==> src/rtl/conv_host_pkg.sv <==
package conv_host_pkg;

  typedef struct packed {
    logic sel_n;
    logic rdconv;
    logic hibyte;
  } ctl_t;

  localparam ctl_t CTL_RESET = '{sel_n: 1'b1, rdconv: 1'b0, hibyte: 1'b0};

  typedef enum logic {
    ST_IDLE = 1'b0,
    ST_CONV = 1'b1
  } conv_state_e;

endpackage

==> src/rtl/chi_sync.sv <==
module chi_sync #(
  parameter int          STAGES  = 2,
  parameter int          W       = 3,
  parameter logic [W-1:0] RST_VAL = '0
) (
  input  logic         clk,
  input  logic         rst_n,
  input  logic [W-1:0] d,
  output logic [W-1:0] q
);

  logic [W-1:0] chain [STAGES];

  generate
    for (genvar s = 0; s < STAGES; s++) begin : g_stage
      if (s == 0) begin : g_first
        always_ff @(posedge clk or negedge rst_n) begin
          if (!rst_n) chain[s] <= RST_VAL;
          else        chain[s] <= d;
        end
      end else begin : g_next
        always_ff @(posedge clk or negedge rst_n) begin
          if (!rst_n) chain[s] <= RST_VAL;
          else        chain[s] <= chain[s-1];
        end
      end
    end
  endgenerate

  assign q = chain[STAGES-1];

endmodule

==> src/rtl/chi_seq.sv <==
module chi_seq
  import conv_host_pkg::*;
#(
  parameter int DW = 12
) (
  input  logic          clk,
  input  logic          rst_n,
  input  logic          rd_fall,
  input  logic          sel_n_s,
  input  logic          hib_s,
  input  logic          done_i,
  input  logic [DW-1:0] result_i,
  output logic          start_o,
  output logic          idle_o,
  output logic [DW-1:0] res_o
);

  conv_state_e state_q;
  logic        go;

  // a launch needs the edge, a selected device and word mode
  assign go = rd_fall & ~sel_n_s & ~hib_s;

  always_ff @(posedge clk or negedge rst_n) begin
    if (!rst_n) begin
      state_q <= ST_IDLE;
      start_o <= 1'b0;
      res_o   <= '0;
    end else begin
      start_o <= 1'b0;
      case (state_q)
        ST_IDLE: begin
          if (go) begin
            state_q <= ST_CONV;
            start_o <= 1'b1;
          end
        end
        ST_CONV: begin
          // host inputs are not looked at here
          if (done_i) begin
            state_q <= ST_IDLE;
            res_o   <= result_i;
          end
        end
        default: state_q <= ST_IDLE;
      endcase
    end
  end

  assign idle_o = (state_q == ST_IDLE);

endmodule

==> src/rtl/chi_steer.sv <==
module chi_steer #(
  parameter int DW = 12
) (
  input  logic [DW-1:0] res,
  input  logic          rd_s,
  input  logic          sel_n_s,
  input  logic          hib_s,
  input  logic          idle,
  output logic [DW-1:0] bus_o,
  output logic [DW-1:0] oe_o
);

  localparam int HI_W = DW - 8;

  logic enable;

  assign enable = rd_s & idle & ~sel_n_s;
  assign oe_o   = {DW{enable}};

  always_comb begin
    if (hib_s) begin
      bus_o            = '0;
      bus_o[DW-1:8]    = res[DW-1:8];
      bus_o[HI_W-1:0]  = res[DW-1:8];
    end else begin
      bus_o = res;
    end
  end

endmodule

==> src/rtl/conv_host_ctrl.sv <==
module conv_host_ctrl
  import conv_host_pkg::*;
#(
  parameter int DW          = 12,
  parameter int SYNC_STAGES = 2
) (
  input  logic          clk,
  input  logic          rst_n,
  input  logic          sel_n_i,
  input  logic          rdconv_i,
  input  logic          hibyte_i,
  output logic          busy_o,
  output logic          start_o,
  input  logic          done_i,
  input  logic [DW-1:0] result_i,
  output logic [DW-1:0] bus_o,
  output logic [DW-1:0] bus_oe_o
);

  localparam int CW = $bits(ctl_t);

  ctl_t          ctl_raw;
  ctl_t          ctl_s;
  logic          sel_n_s;
  logic          rd_s;
  logic          hib_s;
  logic          rd_q;
  logic          rd_fall;
  logic          idle;
  logic [DW-1:0] res_q;

  assign ctl_raw = '{sel_n: sel_n_i, rdconv: rdconv_i, hibyte: hibyte_i};

  chi_sync #(
    .STAGES (SYNC_STAGES),
    .W      (CW),
    .RST_VAL(CTL_RESET)
  ) u_sync (
    .clk  (clk),
    .rst_n(rst_n),
    .d    (ctl_raw),
    .q    (ctl_s)
  );

  assign sel_n_s = ctl_s.sel_n;
  assign rd_s    = ctl_s.rdconv;
  assign hib_s   = ctl_s.hibyte;

  always_ff @(posedge clk or negedge rst_n) begin
    if (!rst_n) rd_q <= 1'b0;
    else        rd_q <= rd_s;
  end

  assign rd_fall = rd_q & ~rd_s;

  chi_seq #(.DW(DW)) u_seq (
    .clk     (clk),
    .rst_n   (rst_n),
    .rd_fall (rd_fall),
    .sel_n_s (sel_n_s),
    .hib_s   (hib_s),
    .done_i  (done_i),
    .result_i(result_i),
    .start_o (start_o),
    .idle_o  (idle),
    .res_o   (res_q)
  );

  chi_steer #(.DW(DW)) u_steer (
    .res    (res_q),
    .rd_s   (rd_s),
    .sel_n_s(sel_n_s),
    .hib_s  (hib_s),
    .idle   (idle),
    .bus_o  (bus_o),
    .oe_o   (bus_oe_o)
  );

  assign busy_o = idle;

endmodule

==> config.mk <==
export PLATFORM = sky130hd
export DESIGN_NAME = conv_host_ctrl
export DESIGN_NICKNAME = d
export VERILOG_FILES = /design/src/rtl/conv_host_pkg.sv /design/src/rtl/chi_sync.sv /design/src/rtl/chi_seq.sv /design/src/rtl/chi_steer.sv /design/src/rtl/conv_host_ctrl.sv
export SDC_FILE = /design/constraint.sdc
export NUM_CORES = 1
export LEC_CHECK = 0
export BUFFER_PORTS_ARGS = -buffer_cell sky130_fd_sc_hd__buf_2
export CAP_MARGIN = 20
export CORE_MARGIN = 2
export CORE_UTILIZATION = 45
export DETAILED_ROUTE_END_ITERATION = 7
export GPL_TIMING_DRIVEN = 0
export HOLD_SLACK_MARGIN = 0.12
export PLACE_DENSITY_LB_ADDON = 0.15
export REMOVE_ABC_BUFFERS = 1
export SLEW_MARGIN = 20
export SYNTH_ARGS = -nofsm -noshare
export SYNTH_HDL_FRONTEND = slang
export SYNTH_SLANG_ARGS = --single-unit
==> constraint.sdc <==
create_clock -name clk -period 1.8 [get_ports clk]
set_input_delay 0.18 -clock clk [delete_from_list [all_inputs] [get_ports clk]]
set_output_delay 0.18 -clock clk [all_outputs]
set_load 0.1 [all_outputs]
# Word-level counts from Yosys, hierarchy flattened
# Cells that the tools add are included.
# word_totals
inputBits	18
regBits	21
output_inout_bits	26
word_cells	21
# classes
mux	5
reduce_logical	1
bitwise	9
# op_table
op	n
$mux W8	1
$and A1 B1 Y1	5
$not A1 Y1	4
$mux W1	3
$pmux W1 S2	1
$reduce_and A2 Y1	1

# Logic depth before layout (Yosys ltp)
# Gate-level depths: netlist (run 1).
# logic_depth
depth_word	6
mapped_depth	3
ltp_nobuf	2

# By module
# A second synthesis (run 1) with hierarchy kept.
# hier_totals
hier_cells	68
area_unflattened_um2	1016.0
# by_module_without_submodules
mod	n_inst	seq_area_each_um2	cells_each	area_per_inst_um2
chi_seq	1	350.3	31	566.8
chi_steer	1	0.0	26	235.2
chi_sync	1	152.6	9	175.2
conv_host_ctrl	1	25.0	2	38.8

# Worst setup path after synthesis (run 1)
# Ideal clock, no wire load.
# synth_timing
path_type	register -> output
startpoint	reg u_sync.chain (netlist bit u_sync.q[0])
endpoint	out bus_o[4]
path_stages_with_launch	3
setup_slack_ns	-0.235
required_time_ns	1.620
path_buffers	1
arrival_ns	1.855
cell_sequence	dfrtp_1 > buf_2 > nor2b_1
# synth_between
elab_chain_cells	1
# synth_lines
element	line	text
start: declaration	chi_sync.sv:12	logic [W-1:0] chain [STAGES];
start signal: indexed assignment	chi_sync.sv:24	else chain[s] <= chain[s-1];
$mux W8	chi_steer.sv:21	if (hib_s) begin
end: declaration	conv_host_ctrl.sv:16	output logic [DW-1:0] bus_o,
# Every way passes these cells.

# Worst setup path after layout (run 1)
# layout_timing
startpoint	reg u_seq.state_q
endpoint	out bus_oe_o[11]
# layout_between
elab_chain_cells	3
# layout_lines
element	line	text
start: declaration	chi_seq.sv:18	conv_state_e state_q;
start signal: assignment	chi_seq.sv:26	state_q <= ST_IDLE;
start signal: assignment	chi_seq.sv:34	state_q <= ST_CONV;
start signal: assignment	chi_seq.sv:41	state_q <= ST_IDLE;
$not A1 Y1	chi_seq.sv:50	assign idle_o = (state_q == ST_IDLE);
$and A1 B1 Y1 (2 in a row)	chi_steer.sv:17	assign enable = rd_s & idle & ~sel_n_s;
end: declaration	conv_host_ctrl.sv:17	output logic [DW-1:0] bus_oe_o
# Every way passes these cells.

==> summary.txt, run 1 <==
Timing
  • Tightest Pin Transition: 498 ps
  • Tmin final: 1750 ps
  • Worst slew margin: 67.0%
  • Number of endpoints failing setup at the final stage: 0
  • Hold slack: 363 ps
  • Highest clock frequency the design can meet: 572 MHz
  • Worst setup skew after layout: 1.44 ps
  • Number of pins exceeding their max-slew limit in the final report: 0
  • Setup TNS: 0 ps
  • Hold Violations, Final: 0
  • Fraction of the cycle the final worst path needs: 97.2%
  • Setup repair after global routing missed its margin: no

Yosys
  • Simple-gate area share of the yosys netlist: 5.48%
  • Fraction of synthesized cell area in xor and xnor cells: 0%
  • Adder and majority gate portion of the synthesized area: 0%
  • Area fraction in compound gates after synthesis: 1.70%
  • Seq/Total Area, Yosys: 55.1%
  • Syn Inst Count: 67
  • Warning count from the yosys run: 0
  • Mux contribution to synthesized area: 22.7%
  • Register bit count reported by yosys: 21
  • Number of distinct library cells after synthesis: 15
  • Cell area after synthesis: 958 um^2
  • Syn avg cell area: 14.3 um^2
  • Dominant combinational cell family by area after synthesis: multiplexers

Floorplanning
  • Die height: 50.2 um
  • Top Ports: 44
  • Starting Density: 48.4%
  • Die area: 0.00252 mm^2
  • Floorplan core area: 0.00198 mm^2
  • Row Count: 16
  • Die Width: 50.2 um

Route
  • Iteration count of the initial detailed-routing pass: 3
  • Via count normalized by instance count: 4.45
  • Total vias in the final route: 632
  • Antenna violation net count after detailed routing: 0
  • Detailed-route wire length: 2.09 mm
  • Remaining routing DRC violations: 0
  • Iteration-0 DRC count of the detailed router: 2
  • Routed WL per cell: 14.7 um

Clocking
  • Insertion delay of the later-clocked pin in the worst-skew pair: 300 ps
  • CTS H-tree lvls: 1
  • CTS Buf Count: 3
  • Number of buffers on the longest clock path: 2
  • Clock tree from TritonCTS: done
  • Clock Sinks: 21
  • Clock slew at the register clock pins of the worst setup and hold paths: 120 ps
  • Root Buffer: sky130_fd_sc_hd__clkbuf_4

GRT
  • Maximum number of pins on one net before global-route repair: 22
  • Total congestion overflow after global routing: 0
  • GRT Max-Usage Layer: met2
  • Met1 Usage GRT: 18.5%
  • Met3 track demand over resource in global routing: 2.98%
  • All-layer global routing usage: 14.2%
  • Vias in the first global route: 602
  • Antenna violations before repair: 0
  • Wire length of the first global-routing pass: 2.70 mm
  • GR met2 Demand/Resource: 24.6%

Power
  • Net switching power figure: 0.00101 W
  • P per Cell Area: 1300 mW/mm^2
  • Pint: 0.000947 W
  • Part of the power in combinational logic: 56.3%
  • Worst ir drop on vdd: 0.991 mV
  • Power share of the sequential group: 31.9%
  • Proportion of total power due to net switching: 51.5%
  • Clock network fraction of total power: 11.8%
  • Cell leakage power: 0.736 nW

Finish
  • Share of the core filled with cells: 75.9%
  • Layout overhead on the synthesized area: 57.0%
  • Area occupied by registers: 529 um^2
  • Fill cells: 110
  • Layout Nets: 134
  • Inserted Diodes: 0
  • Multi-input combinational cell area: 297 um^2
  • Final instance area: 0.00151 mm^2
  • Share of cells above drive strength 1: 62.6%

Status
  • Run status: finished, final reports clean

Place
  • DP Wirelength: 1.10 mm
  • Number of port buffers: 43
  • Placed cell area: 0.00107 mm^2
  • RD Place Congestion: 0.704

Critical path
  • Kind of end point of the critical path: primary output
  • Critical Path Source Type: flip-flop
  • Startpoint of the worst register-to-register path: u_seq.state_q
  • Setup crit start: u_seq.state_q
  • Crit Path Category: flip-flop to primary output
  • Critical-path maximum fanout: 6
  • Data required time at the worst endpoint: 1620 ps
  • Data arrival, critical path: 1570 ps

Flow run
  • Max Cap Violations: 0

Worst hold path
  • Classification of the worst-slack hold path: input pin to async pin
[final cells by class]
| class | count | share of cell area (%) |
|---|---|---|
| flip-flops and latches | 21 | 35.2 |
| multi-input cells | 26 | 19.7 |
| inverters | 2 | 0.499 |
| clock inverters | 1 | 0.333 |
| well taps | 27 | 2.24 |
| clock buffers | 3 | 1.50 |
| repair buffers | 62 | 40.6 |
[registers in the layout, indices dropped and copies added (netlist names)]
register and cells:
u_sync.q 3, u_seq.res_o 12, u_seq.start_o 1, u_seq.state_q 1, u_sync.chain 3, rd_q 1
[power groups by stage]
stage | logic [W] | registers, W | clock network [W]
global route | 0.00113 | 0.000640 | 0.000254
detailed placement | 0.000989 | 0.000630 | 0
global placement | 0.000984 | 0.000626 | 0
CTS | 0.00103 | 0.000621 | 0.000230
finish | 0.00110 | 0.000623 | 0.000230
floorplan | 0.000656 | 0.000824 | 0
[synth_stat cells]
cell | number | area share, %
sky130_fd_sc_hd__dfrtp_1 | 19 | 50
sky130_fd_sc_hd__nor2_1 | 1 | 0.39
sky130_fd_sc_hd__nor3_1 | 1 | 0.52
sky130_fd_sc_hd__mux2_4 | 10 | 16
sky130_fd_sc_hd__nor2b_1 | 4 | 2.6
sky130_fd_sc_hd__buf_2 | 1 | 0.52
sky130_fd_sc_hd__inv_1 | 2 | 0.78
sky130_fd_sc_hd__buf_4 | 16 | 13
sky130_fd_sc_hd__buf_6 | 1 | 1.2
sky130_fd_sc_hd__or2_2 | 1 | 0.65
sky130_fd_sc_hd__mux2_2 | 6 | 7.0
sky130_fd_sc_hd__nand2b_1 | 1 | 0.65
sky130_fd_sc_hd__nand2_2 | 1 | 0.65
sky130_fd_sc_hd__o32ai_2 | 1 | 1.7
sky130_fd_sc_hd__dfstp_2 | 2 | 5.5
[cell usage in the layout, fill, tap and decap left out]
cell,netlist,layout
sky130_fd_sc_hd__clkbuf_4,0,3
sky130_fd_sc_hd__clkbuf_16,0,1
sky130_fd_sc_hd__nor2_4,0,1
sky130_fd_sc_hd__mux2_4,10,10
sky130_fd_sc_hd__o32ai_2,1,1
sky130_fd_sc_hd__clkinv_2,0,1
sky130_fd_sc_hd__nand2_2,1,1
sky130_fd_sc_hd__dlygate4sd3_1,0,17
sky130_fd_sc_hd__dfstp_2,2,2
sky130_fd_sc_hd__nand2b_1,1,1
sky130_fd_sc_hd__or2_4,0,1
sky130_fd_sc_hd__buf_2,1,31
sky130_fd_sc_hd__buf_12,0,13
sky130_fd_sc_hd__nor2b_1,4,4
sky130_fd_sc_hd__inv_1,2,2
sky130_fd_sc_hd__mux2_2,6,6
sky130_fd_sc_hd__dfrtp_1,19,18
sky130_fd_sc_hd__nor3_1,1,1
sky130_fd_sc_hd__dfrtp_2,0,1
[worst paths after layout]
| check | slack [ps] | cells past startpoint | endpoint |
|---|---|---|---|
| min in group clk | 370 | 0 | u_sync.q[2] |
| max reg2reg | 540 | 2 | u_seq.res_o[1] |
| min reg2reg | 370 | 0 | u_sync.q[2] |
| max | 50 | 4 | bus_oe_o[11] |
| max in group asynchronous | 1100 | 2 | u_sync.q[2] |
| min | 360 | 2 | u_seq.res_o[1] |
[cell families after synthesis]
group | after synthesis
muxes | 16
DFF | 21
buffers and inverters | 20
and+or+nand+nor | 9
AOI/OAI and AO/OA | 1
[per-layer routing]
layer | wire length [um] | vias up | part of all wire, %
li1 | - | 299 | -
met1 | 798 | 311 | 38
met2 | 1200 | 20 | 58
met3 | 74 | 2 | 3.5
met4 | 8 | 0 | 0.38
met5 | 0 | - | 0
[critical path, cell delays in order (launching register included)]
cell	delay, ps
sky130_fd_sc_hd__dfrtp_1	440
sky130_fd_sc_hd__or2_4	290
sky130_fd_sc_hd__nor2_4	170
sky130_fd_sc_hd__clkbuf_16	200
sky130_fd_sc_hd__buf_12	180
[through the flow]
stage | cells | total power, W | setup WS, ps
detailed placement | 119 | 0.00162 | -28.9
global placement | 119 | 0.00161 | 37.7
floorplan | 49 | 0.00148 | -13670
CTS | 140 | 0.00188 | -31.7
global route | 142 | 0.00202 | 9.99
finish | 142 | 0.00195 | 51.2
[repair_timing]
action / 4_1_cts / 5_1_grt
endpoints found under the hold margin: 35 / 0
buffers inserted: 0 / 1
resized for setup: 14 / 38
hold buffers: 17 / 0
cloned: 0 / 1
pin swaps: 0 / 1
setup endpoints to repair: 12 / 16
Power figures use the tool's default switching activity.
==> inputs of run 2 (changes only) <==
--- a/config.mk
+++ b/config.mk
@@ -7,12 +7,14 @@
 export LEC_CHECK = 0
 export BUFFER_PORTS_ARGS = -buffer_cell sky130_fd_sc_hd__buf_2
 export CAP_MARGIN = 20
+export CORE_ASPECT_RATIO = 1.1
 export CORE_MARGIN = 2
 export CORE_UTILIZATION = 45
 export DETAILED_ROUTE_END_ITERATION = 7
 export GPL_TIMING_DRIVEN = 0
 export HOLD_SLACK_MARGIN = 0.12
 export PLACE_DENSITY_LB_ADDON = 0.15
+export RECOVER_POWER = 25
 export REMOVE_ABC_BUFFERS = 1
 export SLEW_MARGIN = 20
 export SYNTH_ARGS = -nofsm -noshare
==> run 2 against run 1 <==
Critical path depth unchanged. Highest routed layer unchanged. Register-to-register slack worse by 90 ps. Worst hold slack got worse by 2.2 ps. Wire length down 11%. Clock skew decreased by 0.76 ps. Cell count up 1.4%. Power decreased by 0.83%. Cell area is 1.3% lower. Fmax rose by 1.1%. Via count is 2.8% lower. Global-route usage is 0.89 points lower. Flip-flop and latch count unchanged.
==> summary.txt, run 2 (same netlist as run 1, synthesis figures left out) <==
Timing
  • Fraction of the cycle the final worst path needs: 96.1%
  • Worst slew margin: 27.1%
  • Hold slack: 361 ps
  • Worst setup skew after layout: 0.676 ps
  • Worst setup slack after layout: 71.0 ps
  • Hold Violations, Final: 0
  • Setup repair after global routing missed its margin: no
  • Highest clock frequency the design can meet: 578 MHz
  • Number of endpoints failing setup at the final stage: 0
  • Tightest Pin Transition: 1090 ps
  • Number of pins exceeding their max-slew limit in the final report: 0
  • Tmin final: 1730 ps

Power
  • P per Cell Area: 1300 mW/mm^2
  • Cell leakage power: 0.725 nW
  • Worst ir drop on vdd: 0.832 mV
  • Post-route total power: 0.00194 W

Place
  • RD Place Congestion: 0.665
  • Worst-case setup slack after placement: -2.13 ps
  • Number of port buffers: 43
  • Placed cell area: 0.00107 mm^2

Status
  • Run status: finished, final reports clean

Finish
  • Layout Nets: 135
  • Inserted Diodes: 0
  • Share of the core filled with cells: 73.5%
  • Final instance area: 0.00149 mm^2
  • Largest register FFs: 12
  • Share of cells above drive strength 1: 62.1%
  • Layout overhead on the synthesized area: 55.0%
  • Fill cells: 129
  • Commonest cells after routing, fill and taps aside: sky130_fd_sc_hd__buf_2 (30), sky130_fd_sc_hd__dfrtp_1 (18), sky130_fd_sc_hd__dlygate4sd3_1 (17)
  • Most common cell after layout, fill and taps aside: sky130_fd_sc_hd__buf_2
  • Register containing the most flip-flops in the final layout: u_seq.res_o

Route
  • Total vias in the final route: 614
  • Routed WL per cell: 13.0 um
  • Iteration-0 DRC count of the detailed router: 11
  • Via count normalized by instance count: 4.26
  • Antenna violation net count after detailed routing: 0
  • Detailed-route wire length: 1.87 mm
  • Iteration count of the initial detailed-routing pass: 4
  • Remaining routing DRC violations: 0

Floorplanning
  • Die Width: 48 um
  • Die area: 0.00252 mm^2
  • Die height: 52.4 um
  • Floorplan core area: 0.00202 mm^2
  • Row Count: 17
  • Starting Density: 47.4%
  • Top Ports: 44

Clocking
  • Insertion delay of the later-clocked pin in the worst-skew pair: 300 ps
  • Root Buffer: sky130_fd_sc_hd__clkbuf_4
  • Number of buffers on the longest clock path: 2
  • CTS Buf Count: 3
  • Clock tree from TritonCTS: done
  • Clock Sinks: 21
  • Clock slew at the register clock pins of the worst setup and hold paths: 120 ps
  • CTS H-tree lvls: 1

Critical path
  • Crit-path slowest cell: sky130_fd_sc_hd__dfrtp_1
  • Worst path cell trace: or2_4, nor2_4, buf_12, buf_12
  • Data arrival, critical path: 1550 ps
  • Data required time at the worst endpoint: 1620 ps
  • Family with the most delay on the worst path: simple AND/OR/NAND/NOR gates
  • Kind of end point of the critical path: primary output
  • Peak per-stage delay on the critical path: 420 ps
  • Crit path buffers/inverters: 2
  • Critical Path Source Type: flip-flop
  • Crit Path Category: flip-flop to primary output
  • CP dominant cell by count: sky130_fd_sc_hd__buf_12
  • Critical-path maximum fanout: 7

GRT
  • Vias in the first global route: 538
  • Wire length of the first global-routing pass: 2.33 mm
  • Antenna violations before repair: 0
  • All-layer global routing usage: 13.3%
  • Maximum number of pins on one net before global-route repair: 22
  • Total congestion overflow after global routing: 0

Flow run
  • Max Cap Violations: 0

Worst hold path
  • Classification of the worst-slack hold path: flip-flop to flip-flop
run 2: changes by cell type in the layout (fill, tap and decap cells not counted):
| cell | change |
|---|---|
| sky130_fd_sc_hd__buf_8 | +5 |
| sky130_fd_sc_hd__buf_12 | -4 |
| sky130_fd_sc_hd__buf_2 | -1 |
| sky130_fd_sc_hd__buf_4 | +1 |
| sky130_fd_sc_hd__clkbuf_1 | +1 |
| sky130_fd_sc_hd__clkbuf_16 | -1 |
| sky130_fd_sc_hd__clkinv_2 | -1 |
| sky130_fd_sc_hd__clkinvlp_4 | +1 |
run 2: path summary, 6_finish.rpt:
| kind | slack [ps] | end | from | cells past startpoint |
|---|---|---|---|---|
| worst max register to register | 450 | u_seq.res_o[2] | u_seq.state_q | 3 |
| worst max-delay path | 70 | bus_oe_o[10] | u_seq.state_q | 4 |
| min in group asynchronous | 580 | u_sync.chain[3] | rst_n | 2 |
| worst min-delay path | 360 | u_sync.q[0] | u_sync.chain[3] | 0 |
| worst min register to register | 360 | u_sync.q[0] | u_sync.chain[3] | 0 |
| max in group asynchronous | 500 | u_sync.q[0] | rst_n | 2 |
run 2: what timing repair did:
item	4_1_cts	5_1_grt
endpoints found under the setup margin	12	16
setup buffers	0	3
hold buffers	17	0
resized for setup	15	35
pin swaps	0	1
hold endpoints to repair	35	0
run 2: through the flow:
| stage | cells | TNS (ps) |
|---|---|---|
| floorplan | 49 | -164840 |
| global placement | 120 | 0 |
| detailed placement | 120 | -5.58 |
| CTS | 141 | -374 |
| global route | 144 | 0 |
| finish | 144 | 0 |
run 2: report_power, final:
part           switching (W)  internal (W)  leakage, nW
Sequential         0.0000515      0.000565        0.247
Combinational       0.000799      0.000291        0.464
Clock               0.000145     0.0000846       0.0139
run 2: per-layer routing:
metal	vias to the layer above	track usage, %	wire, um
met4	0	4.05	16
met1	290	17.8	844
met2	21	21.1	937
li1	301	-	-
met5	-	0	0
met3	2	3.10	67
run 2: layout make-up:
type | instances | area [um^2] | area share, %
Clock buffer | 3 | 22.5 | 1.52
Clock inverter | 1 | 7.51 | 0.505
Inverter | 2 | 7.51 | 0.505
Multi-Input combinational cell | 26 | 297 | 20.0
Sequential cell | 21 | 529 | 35.6
Tap cell | 28 | 35.0 | 2.36
Timing Repair Buffer | 63 | 587 | 39.5
==> inputs of run 3 (changes only) <==
--- a/config.mk
+++ b/config.mk
@@ -16,7 +16,6 @@
 export PLACE_DENSITY_LB_ADDON = 0.15
 export RECOVER_POWER = 25
 export REMOVE_ABC_BUFFERS = 1
-export SLEW_MARGIN = 20
 export SYNTH_ARGS = -nofsm -noshare
 export SYNTH_HDL_FRONTEND = slang
 export SYNTH_SLANG_ARGS = --single-unit
==> constraint.sdc (replaced) <==
create_clock -name clk -period 1.6 [get_ports clk]
set_input_delay 0.16 -clock clk [delete_from_list [all_inputs] [get_ports clk]]
set_output_delay 0.16 -clock clk [all_outputs]
set_load 0.1 [all_outputs]
==> run 3 against run 2 <==
The run now ends with negative setup slack left. Die area did not move. Worst hold slack improved by 2.2 ps. Non-clock buffer count grew 5. Register-to-register slack got worse by 330 ps.
==> summary.txt, run 3 (same netlist as run 1, synthesis figures left out) <==
Finish
  • Commonest cells after routing, fill and taps aside: sky130_fd_sc_hd__buf_2 (21), sky130_fd_sc_hd__dfrtp_1 (18), sky130_fd_sc_hd__dlygate4sd3_1 (17)
  • Share of cells above drive strength 1: 63.6%
  • Register containing the most flip-flops in the final layout: u_seq.res_o
  • Layout Nets: 140
  • Layout overhead on the synthesized area: 69.6%
  • Most common cell after layout, fill and taps aside: sky130_fd_sc_hd__buf_2
  • Largest register FFs: 12
  • Inserted Diodes: 0
  • Share of the core filled with cells: 80.4%

Worst hold path
  • Cell depth of the worst hold path: 0
  • Min-Delay Endpoint: u_sync.q[1]
  • Hold wc startpoint: u_sync.chain[4]
  • Classification of the worst-slack hold path: flip-flop to flip-flop

Timing
  • Hold Violations, Final: 0
  • Worst slew margin: 26.5%
  • Worst setup slack after layout: -83.7 ps
  • Number of endpoints failing setup at the final stage: 12
  • Tightest Pin Transition: 1100 ps
  • Setup TNS: -627 ps
  • Number of pins exceeding their max-slew limit in the final report: 0
  • Setup repair after global routing missed its margin: yes
  • Fraction of the cycle the final worst path needs: 105%
  • Tmin final: 1680 ps
  • Worst setup skew after layout: 7.07 ps
  • Highest clock frequency the design can meet: 594 MHz

Clocking
  • CTS Buf Count: 3
  • CTS H-tree lvls: 1
  • Clock Sinks: 21
  • Root Buffer: sky130_fd_sc_hd__clkbuf_4
  • Clock tree from TritonCTS: done
  • Insertion delay of the later-clocked pin in the worst-skew pair: 310 ps
  • Number of buffers on the longest clock path: 2
  • Clock slew at the register clock pins of the worst setup and hold paths: 120 ps

Route
  • Iteration-0 DRC count of the detailed router: 2
  • Total vias in the final route: 651
  • Antenna violation net count after detailed routing: 0
  • Remaining routing DRC violations: 0
  • Iteration count of the initial detailed-routing pass: 2
  • Via count normalized by instance count: 4.37
  • Routed WL per cell: 14.6 um
  • Detailed-route wire length: 2.17 mm

Flow run
  • Max Cap Violations: 0

Power
  • Post-route total power: 0.00227 W
  • P per Cell Area: 1400 mW/mm^2
  • Worst ir drop on vdd: 0.939 mV
  • Cell leakage power: 0.785 nW

Place
  • Number of port buffers: 43
  • RD Place Congestion: 0.665

Critical path
  • Worst flop-to-flop path endpoint: u_seq.res_o[1]
  • Data arrival, critical path: 1520 ps
  • Worst reg2reg setup slack: 120 ps
  • Kind of end point of the critical path: primary output
  • Critical Path Source Type: flip-flop
  • Data required time at the worst endpoint: 1440 ps
  • Depth of the worst register-to-register path: 4
  • Critical-path maximum fanout: 6
  • Crit Path Category: flip-flop to primary output
  • Startpoint of the worst register-to-register path: u_seq.state_q

GRT
  • Wire length of the first global-routing pass: 3.08 mm
  • Maximum number of pins on one net before global-route repair: 22
  • Vias in the first global route: 643
  • Total congestion overflow after global routing: 0
  • Antenna violations before repair: 0
  • All-layer global routing usage: 18.2%

Status
  • Run status: finished, violations left
  • Violated checks: negative setup slack

Floorplanning
  • Floorplan core area: 0.00202 mm^2
  • Die area: 0.00252 mm^2
  • Top Ports: 44
  • Starting Density: 47.4%
  • Row Count: 17
  • Die height: 52.4 um
  • Die Width: 48 um
run 3: cell types whose count changed in the layout (fill, tap and decap cells not counted), sizes merged:
cell,delta
clkbuf,+3
buf,+2
run 3: stage by stage:
stage / cell area (um^2) / hold WS (ps) / std cells / setup WS, ps
2_1_floorplan: 822 / -136 / 49 / -13850
3_3_place_gp: 1070 / 132 / 120 / -134
3_5_place_dp: 1070 / 141 / 120 / -182
4_1_cts: 1580 / 335 / 145 / -63.7
5_1_grt: 1630 / 374 / 149 / -144
6_report: 1630 / 363 / 149 / -83.7
run 3: layout make-up:
type	instances	area, um^2
Clock inverter	1	7.51
Tap cell	28	35.0
Multi-Input combinational cell	26	297
Clock buffer	3	22.5
Sequential cell	21	529
Fill cell	105	395
Timing Repair Buffer	68	727
Inverter	2	7.51
run 3: what timing repair did:
action	4_1_cts	5_1_grt
hold endpoints to repair	35	0
gates resized for setup	63	12
buffers inserted	3	4
pin swaps	2	1
endpoints found under the setup margin	18	20
hold buffers	17	0
gates cloned	1	0
run 3: critical path, cell delays in order (launching register included):
cell and delay (ps):
sky130_fd_sc_hd__dfrtp_1 400, sky130_fd_sc_hd__or2_4 250, sky130_fd_sc_hd__nor2_4 150, sky130_fd_sc_hd__clkbuf_16 220, sky130_fd_sc_hd__buf_16 180
run 3: power by group:
| group | switching [W] | total, W | internal, W |
|---|---|---|---|
| clock | 0.000167 | 0.000262 | 0.0000952 |
| sequential | 0.0000575 | 0.000694 | 0.000636 |
| combinational | 0.000924 | 0.00132 | 0.000396 |
run 3: how the worst max path moves through the flow:
| stage | start | endpoint | slack [ps] | cells after the start |
|---|---|---|---|---|
| after floorplan | u_seq.state_q | bus_oe_o[0] | -13850 | 2 |
| after global placement | u_seq.state_q | bus_oe_o[9] | -130 | 3 |
| after detailed placement | u_seq.state_q | bus_oe_o[8] | -180 | 3 |
| after CTS | u_seq.state_q | bus_oe_o[10] | -60 | 4 |
| after global routing | u_seq.state_q | bus_oe_o[7] | -140 | 4 |
| final | u_seq.state_q | bus_oe_o[7] | -80 | 4 |
run 3: metal layers:
metal,share of wire [%],global-route usage (%)
met1,45,25.3
met2,52,29.1
met3,2.6,3.10
met4,0.78,4.05
met5,0,0
